File: src/rtl/mgmt_bridge_pkg.sv
package mgmt_bridge_pkg;
  localparam int ADDR_W = 5;
  localparam int DATA_W = 16;
  localparam int OP_LSB = 10;
  localparam int GO_BIT = 15;
  localparam logic [4:0] OP_RD = 5'b00110;
  localparam logic [4:0] OP_WR = 5'b00101;

  typedef struct packed {
    logic              wr;
    logic [ADDR_W-1:0] dev;
    logic [ADDR_W-1:0] regn;
    logic [DATA_W-1:0] wdata;
  } acc_req_t;
endpackage

File: src/rtl/acc_engine.sv
module acc_engine
  import mgmt_bridge_pkg::*;
#(
  parameter int ACC_LAT = 4
) (
  input  logic              clk,
  input  logic              rst,
  input  logic              start,
  input  acc_req_t          req,
  input  logic [DATA_W-1:0] int_rdata,
  output logic              active,
  output logic              done_rd,
  output logic [DATA_W-1:0] cap_data,
  output logic [ADDR_W-1:0] int_dev,
  output logic [ADDR_W-1:0] int_reg,
  output logic [DATA_W-1:0] int_wdata,
  output logic              int_we,
  output logic              int_re
);
  localparam int CNT_W = (ACC_LAT < 2) ? 1 : $clog2(ACC_LAT);

  logic [CNT_W-1:0] cnt_q;
  logic             rd_q;

  assign done_rd  = active && (cnt_q == '0) && rd_q;
  assign cap_data = int_rdata;

  always_ff @(posedge clk) begin
    if (rst) begin
      active    <= 1'b0;
      cnt_q     <= '0;
      rd_q      <= 1'b0;
      int_dev   <= '0;
      int_reg   <= '0;
      int_wdata <= '0;
      int_we    <= 1'b0;
      int_re    <= 1'b0;
    end else begin
      int_we <= 1'b0;
      int_re <= 1'b0;
      if (start) begin
        active    <= 1'b1;
        cnt_q     <= CNT_W'(ACC_LAT - 1);
        rd_q      <= !req.wr;
        int_dev   <= req.dev;
        int_reg   <= req.regn;
        int_wdata <= req.wdata;
        int_we    <= req.wr;
        int_re    <= !req.wr;
      end else if (active) begin
        if (cnt_q == '0) active <= 1'b0;
        else             cnt_q  <= cnt_q - 1'b1;
      end
    end
  end

  assert_start_idle_R3: assert property (@(posedge clk) disable iff (rst)
    start |-> !active);
  assert_strobe_excl_R11: assert property (@(posedge clk) disable iff (rst)
    !(int_we && int_re));
  assert_strobe_pulse_R11: assert property (@(posedge clk) disable iff (rst)
    (int_we || int_re) |=> !(int_we || int_re));
endmodule

File: src/rtl/ind_regs.sv
module ind_regs
  import mgmt_bridge_pkg::*;
(
  input  logic              clk,
  input  logic              rst,
  input  logic              sel,
  input  logic              req_write,
  input  logic [ADDR_W-1:0] req_reg,
  input  logic [DATA_W-1:0] req_wdata,
  input  logic              busy,
  input  logic              done_rd,
  input  logic [DATA_W-1:0] cap_data,
  output logic              start,
  output acc_req_t          req,
  output logic [DATA_W-1:0] rd_val
);
  logic [DATA_W-2:0] cmd_q;
  logic [DATA_W-1:0] data_q;
  logic              wr_ok;
  logic [4:0]        op;

  assign wr_ok = sel && req_write && !busy;
  assign op    = req_wdata[OP_LSB +: 5];
  assign start = wr_ok && (req_reg == 5'd0) && req_wdata[GO_BIT]
                 && ((op == OP_RD) || (op == OP_WR));

  always_comb begin
    req.wr    = (op == OP_WR);
    req.dev   = req_wdata[2*ADDR_W-1:ADDR_W];
    req.regn  = req_wdata[ADDR_W-1:0];
    req.wdata = data_q;
  end

  always_comb begin
    case (req_reg)
      5'd0:    rd_val = {busy, cmd_q};
      5'd1:    rd_val = data_q;
      default: rd_val = '0;
    endcase
  end

  always_ff @(posedge clk) begin
    if (rst) begin
      cmd_q  <= '0;
      data_q <= '0;
    end else begin
      if (wr_ok && req_reg == 5'd0) cmd_q <= req_wdata[DATA_W-2:0];
      if (wr_ok && req_reg == 5'd1) data_q <= req_wdata;
      else if (done_rd)             data_q <= cap_data;
    end
  end

  assert_cmd_hold_R10: assert property (@(posedge clk) disable iff (rst)
    (sel && req_write && busy) |=> $stable(cmd_q));
endmodule

File: src/rtl/mgmt_bridge.sv
module mgmt_bridge
  import mgmt_bridge_pkg::*;
#(
  parameter int ACC_LAT = 4
) (
  input  logic              clk,
  input  logic              rst,
  input  logic [4:0]        strap_addr,
  input  logic              req_valid,
  input  logic              req_write,
  input  logic [4:0]        req_phy,
  input  logic [4:0]        req_reg,
  input  logic [15:0]       req_wdata,
  output logic              rsp_valid,
  output logic [15:0]       rsp_rdata,
  output logic [4:0]        int_dev,
  output logic [4:0]        int_reg,
  output logic [15:0]       int_wdata,
  output logic              int_we,
  output logic              int_re,
  input  logic [15:0]       int_rdata
);
  logic              direct;
  logic              dsel, isel;
  logic              eng_active, eng_done_rd, eng_start;
  logic [DATA_W-1:0] cap_data, ind_rd;
  logic              ind_start;
  acc_req_t          ind_req, dir_req, eng_req;

  assign direct = (strap_addr == '0);
  assign dsel   = req_valid && direct && !eng_active;
  assign isel   = req_valid && !direct && (req_phy == strap_addr);

  always_comb begin
    dir_req.wr    = req_write;
    dir_req.dev   = req_phy;
    dir_req.regn  = req_reg;
    dir_req.wdata = req_wdata;
  end

  assign eng_start = dsel || ind_start;
  assign eng_req   = direct ? dir_req : ind_req;

  acc_engine #(.ACC_LAT(ACC_LAT)) u_eng (
    .clk(clk), .rst(rst), .start(eng_start), .req(eng_req),
    .int_rdata(int_rdata), .active(eng_active), .done_rd(eng_done_rd),
    .cap_data(cap_data), .int_dev(int_dev), .int_reg(int_reg),
    .int_wdata(int_wdata), .int_we(int_we), .int_re(int_re)
  );

  ind_regs u_regs (
    .clk(clk), .rst(rst), .sel(isel), .req_write(req_write),
    .req_reg(req_reg), .req_wdata(req_wdata), .busy(eng_active),
    .done_rd(eng_done_rd && !direct), .cap_data(cap_data),
    .start(ind_start), .req(ind_req), .rd_val(ind_rd)
  );

  always_ff @(posedge clk) begin
    if (rst) begin
      rsp_valid <= 1'b0;
      rsp_rdata <= '0;
    end else begin
      rsp_valid <= 1'b0;
      if (direct && eng_done_rd) begin
        rsp_valid <= 1'b1;
        rsp_rdata <= cap_data;
      end else if (isel && !req_write) begin
        rsp_valid <= 1'b1;
        rsp_rdata <= ind_rd;
      end
    end
  end

  assert_foreign_addr_R4: assert property (@(posedge clk) disable iff (rst)
    (req_valid && !direct && req_phy != strap_addr && !eng_active)
      |=> !(int_we || int_re || rsp_valid));
  assert_bad_op_R9: assert property (@(posedge clk) disable iff (rst)
    (isel && req_write && req_reg == 5'd0 && req_wdata[GO_BIT]
     && req_wdata[14:10] != OP_RD && req_wdata[14:10] != OP_WR)
      |=> !(int_we || int_re));
endmodule

File: config.mk
export PLATFORM = sky130hd
export DESIGN_NAME = mgmt_bridge
export DESIGN_NICKNAME = d
export VERILOG_FILES = /design/src/rtl/mgmt_bridge_pkg.sv /design/src/rtl/acc_engine.sv /design/src/rtl/ind_regs.sv /design/src/rtl/mgmt_bridge.sv
export SDC_FILE = /design/constraint.sdc
export NUM_CORES = 1
export LEC_CHECK = 0
export BUFFER_PORTS_ARGS = -buffer_cell sky130_fd_sc_hd__buf_2
export CAP_MARGIN = 20
export CORE_MARGIN = 2
export CORE_UTILIZATION = 50
export CTS_CLUSTER_DIAMETER = 40
export DETAILED_ROUTE_END_ITERATION = 10
export GPL_TIMING_DRIVEN = 0
export PLACE_DENSITY = 0.86
export SYNTH_ARGS = -nofsm -noshare
export SYNTH_HDL_FRONTEND = slang
export SYNTH_HIERARCHICAL = 1
export SYNTH_SLANG_ARGS = --single-unit
File: constraint.sdc
create_clock -name clk -period 2.9 [get_ports clk]
set_input_delay 0.58 -clock clk [delete_from_list [all_inputs] [get_ports clk]]
set_output_delay 0.58 -clock clk [all_outputs]
set_load 0.01 [all_outputs]
==> impl_summary.md <==
Final layout
The filler cell count is 726. In the final design database the tool counted 603 nets. The largest registers in the layout are rsp_rdata (16), u_eng/int_wdata (16), u_regs/data_q (16).

Across the whole layout, storage elements account for 0.001602 mm^2. Cells with a size suffix above 1 make up 41.73% of the layout. Summing all multi-input logic gate instances after layout gives 0.002377 mm^2.

From synthesis to final layout, the design area changed by 17.24%. The final instance count without filler cells is 664. The antenna diode instance count is 0.

Critical path
The endpoint of the worst-slack reg-to-reg timing path is u_regs/data_q[4]. The flop-to-flop setup slack is 520 ps. In this run the worst path has a maximum fanout of 10.

STA classifies the critical path startpoint as an input pin. The endpoint kind of the worst setup timing path is a flop. The required time reported for the critical path endpoint is 3140 ps. The worst register-to-register path begins at u_eng/cnt_q[1]. The endpoint arrival time on the critical path is 3070 ps. The worst register-to-register path has a depth of 9. The kind of critical path is in2reg.

Synthesis
The cell count after synthesis is 459. The proportion of synthesized flip-flops having asynchronous set or reset is 0%. The number of enable-type register cells in the synthesized netlist is 0.

Summing every instance area after synthesis gives 0.004478 mm^2. The synthesized design devotes to its leading area cell type 35.76% of total area. Among all flip-flop cells after synthesis, the most frequent one is dfxtp_1. The number of storage elements in the synthesis netlist is 80. By area the synthesized netlist is led by dfxtp_1 (36%), mux2_2 (12%), mux2i_1 (9.2%). The average instance area after synthesis is 9.756 um^2. The Yosys step of the flow raised 6 warnings. The sequential element share of the synthesized area is 35.76%. When the netlist entered floorplanning its net count stood at 511. The distinct cell type count after synthesis is 46.

The biggest area contributor in the post-synthesis netlist is dfxtp_1.

STA
Of the available clock period, the critical path in the final layout requires 97.76%. The final-report hold violation count is 0. For the finished layout, the period the worst path requires is 2835 ps. On the final layout, the worst clock skew is 4.687 ps. The final setup violation count is 0. The slew at the pin closest to its max-slew limit is 634.8 ps. The minimum setup slack in the final design is 65.06 ps. The worst slew slack as a fraction of its limit is 57.68%. The count of pins over their slew limit came to 0. Setup repair after global routing left no endpoint under its margin. Hold timing on the final database bottoms out at a slack of 450.8 ps. Derived from the worst setup path, the maximum achievable clock frequency is 352.7 MHz.

Placed design
Input and output buffers added on the ports amount to 79. The placer's final routability congestion estimate is 0.8706. The wire-length estimate of the detail-placed layout is 8650 um.

OpenSTA, run right after detailed placement, puts the worst setup slack at -399.2 ps. Once placement completed, the tool counted placed cells totaling 646.

Clock tree
The buffer cell driving the clock tree root is clkbuf_8. The total clock buffers created by CTS is 9. Clock latency on the worst-skew pair, taken at its later pin, is 360 ps. The clock transition at the registers of the reported paths is 80 ps.

The post-cts hold buffer count is 0. The clock drives 80 sinks. In this run the number of H-tree levels came out at 3. The longest clock path from root to sink contains 2 buffers.

The clock tree from TritonCTS is built.

Routing
In this run, the number of DRC markers left after iteration 0 of detailed routing was 189. The final layout contains routed wiring with a total length of 10,940 um. The remaining antenna violation count is 0. The average wire per standard cell is 16.47 um. The post-route DRC violation count is 0. The first detailed-routing pass ran for 6 iterations. Using the TritonRoute via totals, the vias-per-cell ratio works out to 5.423. The total vias in the final route is 3,601.

Power and ir drop
The cell-internal power is 1623 uW. After layout, the design draws a total of 2128 uW. Summed over all nets, the switching power comes to 504.4 uW. Per report_power, the sequential group accounts for 51.9% of the total. Across the VDD grid, the largest voltage drop is 0.0003740 V. Of the total power, combinational logic draws 8.3%. Of the total power, the share spent switching nets is 23.71%. The power per standard cell area is 405.3 mW/mm^2.

Summed over all cells, the static leakage comes to 0.002298 uW. The clock network is responsible for 39.8% of the overall power.

Run
The count of maximum capacitance violations is 0.

Min path
The hold-critical path endpoint is rsp_rdata[15]. The worst hold path was traced through 2 stages. The critical hold path startpoint is rsp_rdata[15]. The class of the tightest hold or removal check is reg2reg.

Floorplanning
The floorplan step defined a die boundary enclosing 0.009729 mm^2. The initial utilization of the core area, before any placement, comes to 51.35%. In this run the count of I/O pins placed on the die edge is 96. In this run the standard cell core region covers 0.008721 mm^2. The floorplan has 34 rows. The die height is 98.64 um. The width of the chip is 98.64 um.

Global routing
Entering global routing, the biggest net connects 13 pins. The global-route wire length before repair is 17,540 um. The via count of the first global-routing pass is 3,649. The initial antenna violation count came to 0. The overall routing resource usage is 22.42%. The total overflow reported by the global router is 0.

Outcome
The run finished with clean final reports.
## kinds of logic after synthesis
family	share of synthesized area (%)
AOI/OAI and AO/OA	14.25
xor gates and xnor gates	0.9779
adders and majority gates	0.2794
buffers and inverters	11.54
DFF	35.76
muxes	25.09
and+or+nand+nor	12.10
## cell usage after synthesis, drive strengths merged, types with 16 or more instances
library cell  count
buf              48
nand3            18
mux2i            41
nor2             33
nand2            30
a211oi           18
o21ai            16
mux2             59
a22o             16
inv              23
a21oi            33
dfxtp            80
## cells in the final DEF, fill, tap and decap left out, types with 11 or more instances in the layout
cell / count
buf_2: 87
dfxtp_1: 80
mux2_2: 46
mux2i_1: 41
nor2_1: 30
buf_4: 30
nand2_1: 30
a21oi_1: 25
inv_1: 22
nand3_1: 18
a22o_1: 16
o21ai_0: 16
clkbuf_1: 15
mux2_4: 13
clkbuf_8: 12
a211oi_2: 11
## final cells by class
class	count	share of cell area, %
buffer	62	8.389
clock inverter	3	0.7626
timing repair buffer	81	7.817
sequential	80	30.51
multi-input combinational	294	45.28
inverter	23	1.644
clock buffer	13	3.027
tap	108	2.574
## routing by layer
layer,global-route usage (%),part of all wire (%)
met1,26.71,41
met2,39.19,49
met3,5.816,8.0
met4,7.692,1.7
met5,0,0
## how the worst max path moves through the flow
stage / start / end / slack, ps
after floorplan: strap_addr[1] / u_eng/cnt_q[1] / 7
after global placement: strap_addr[1] / u_eng/cnt_q[1] / -300
after detailed placement: strap_addr[1] / u_eng/int_wdata[15] / -400
after CTS: strap_addr[1] / u_eng/cnt_q[1] / 100
after global routing: strap_addr[1] / u_eng/cnt_q[1] / 9
final: strap_addr[1] / u_eng/int_wdata[15] / 70
## power groups by stage
stage                     Sequential [uW]  Clock, uW  Combinational [uW]
after global routing                 1110        893                 190
after detailed placement             1130          0                 174
after CTS                            1100        848                 175
after global placement               1130          0                 169
final                                1100        846                 177
after floorplan                      1130          0                 100
## worst max-delay path, stage by stage
cell and delay, ps:
buf_2 110, or4_1 580, nor2_2 170, clkbuf_8 190
nor3_1 80, nor2b_1 180, nand4_4 100, buf_6 170
nor2_1 80, a31o_2 230, buf_4 170, buf_6 160
mux2i_1 210, nor2_1 60
## per-stage QoR
stage	util, %	cell area (um^2)	TNS, ps
after floorplan	-	4497	0
after global placement	57.65	5027	-8296
after detailed placement	57.65	5027	-10780
after CTS	60.10	5241	0
after global routing	60.20	5250	0
final	60.20	5250	0
## timing repair
item                       4_1_cts  5_1_grt
setup buffers                    2        0
pin swaps                        2        0
gates resized for setup          0        1
setup endpoints to repair       22        1
No activity file was read; power rests on OpenSTA's default activity.
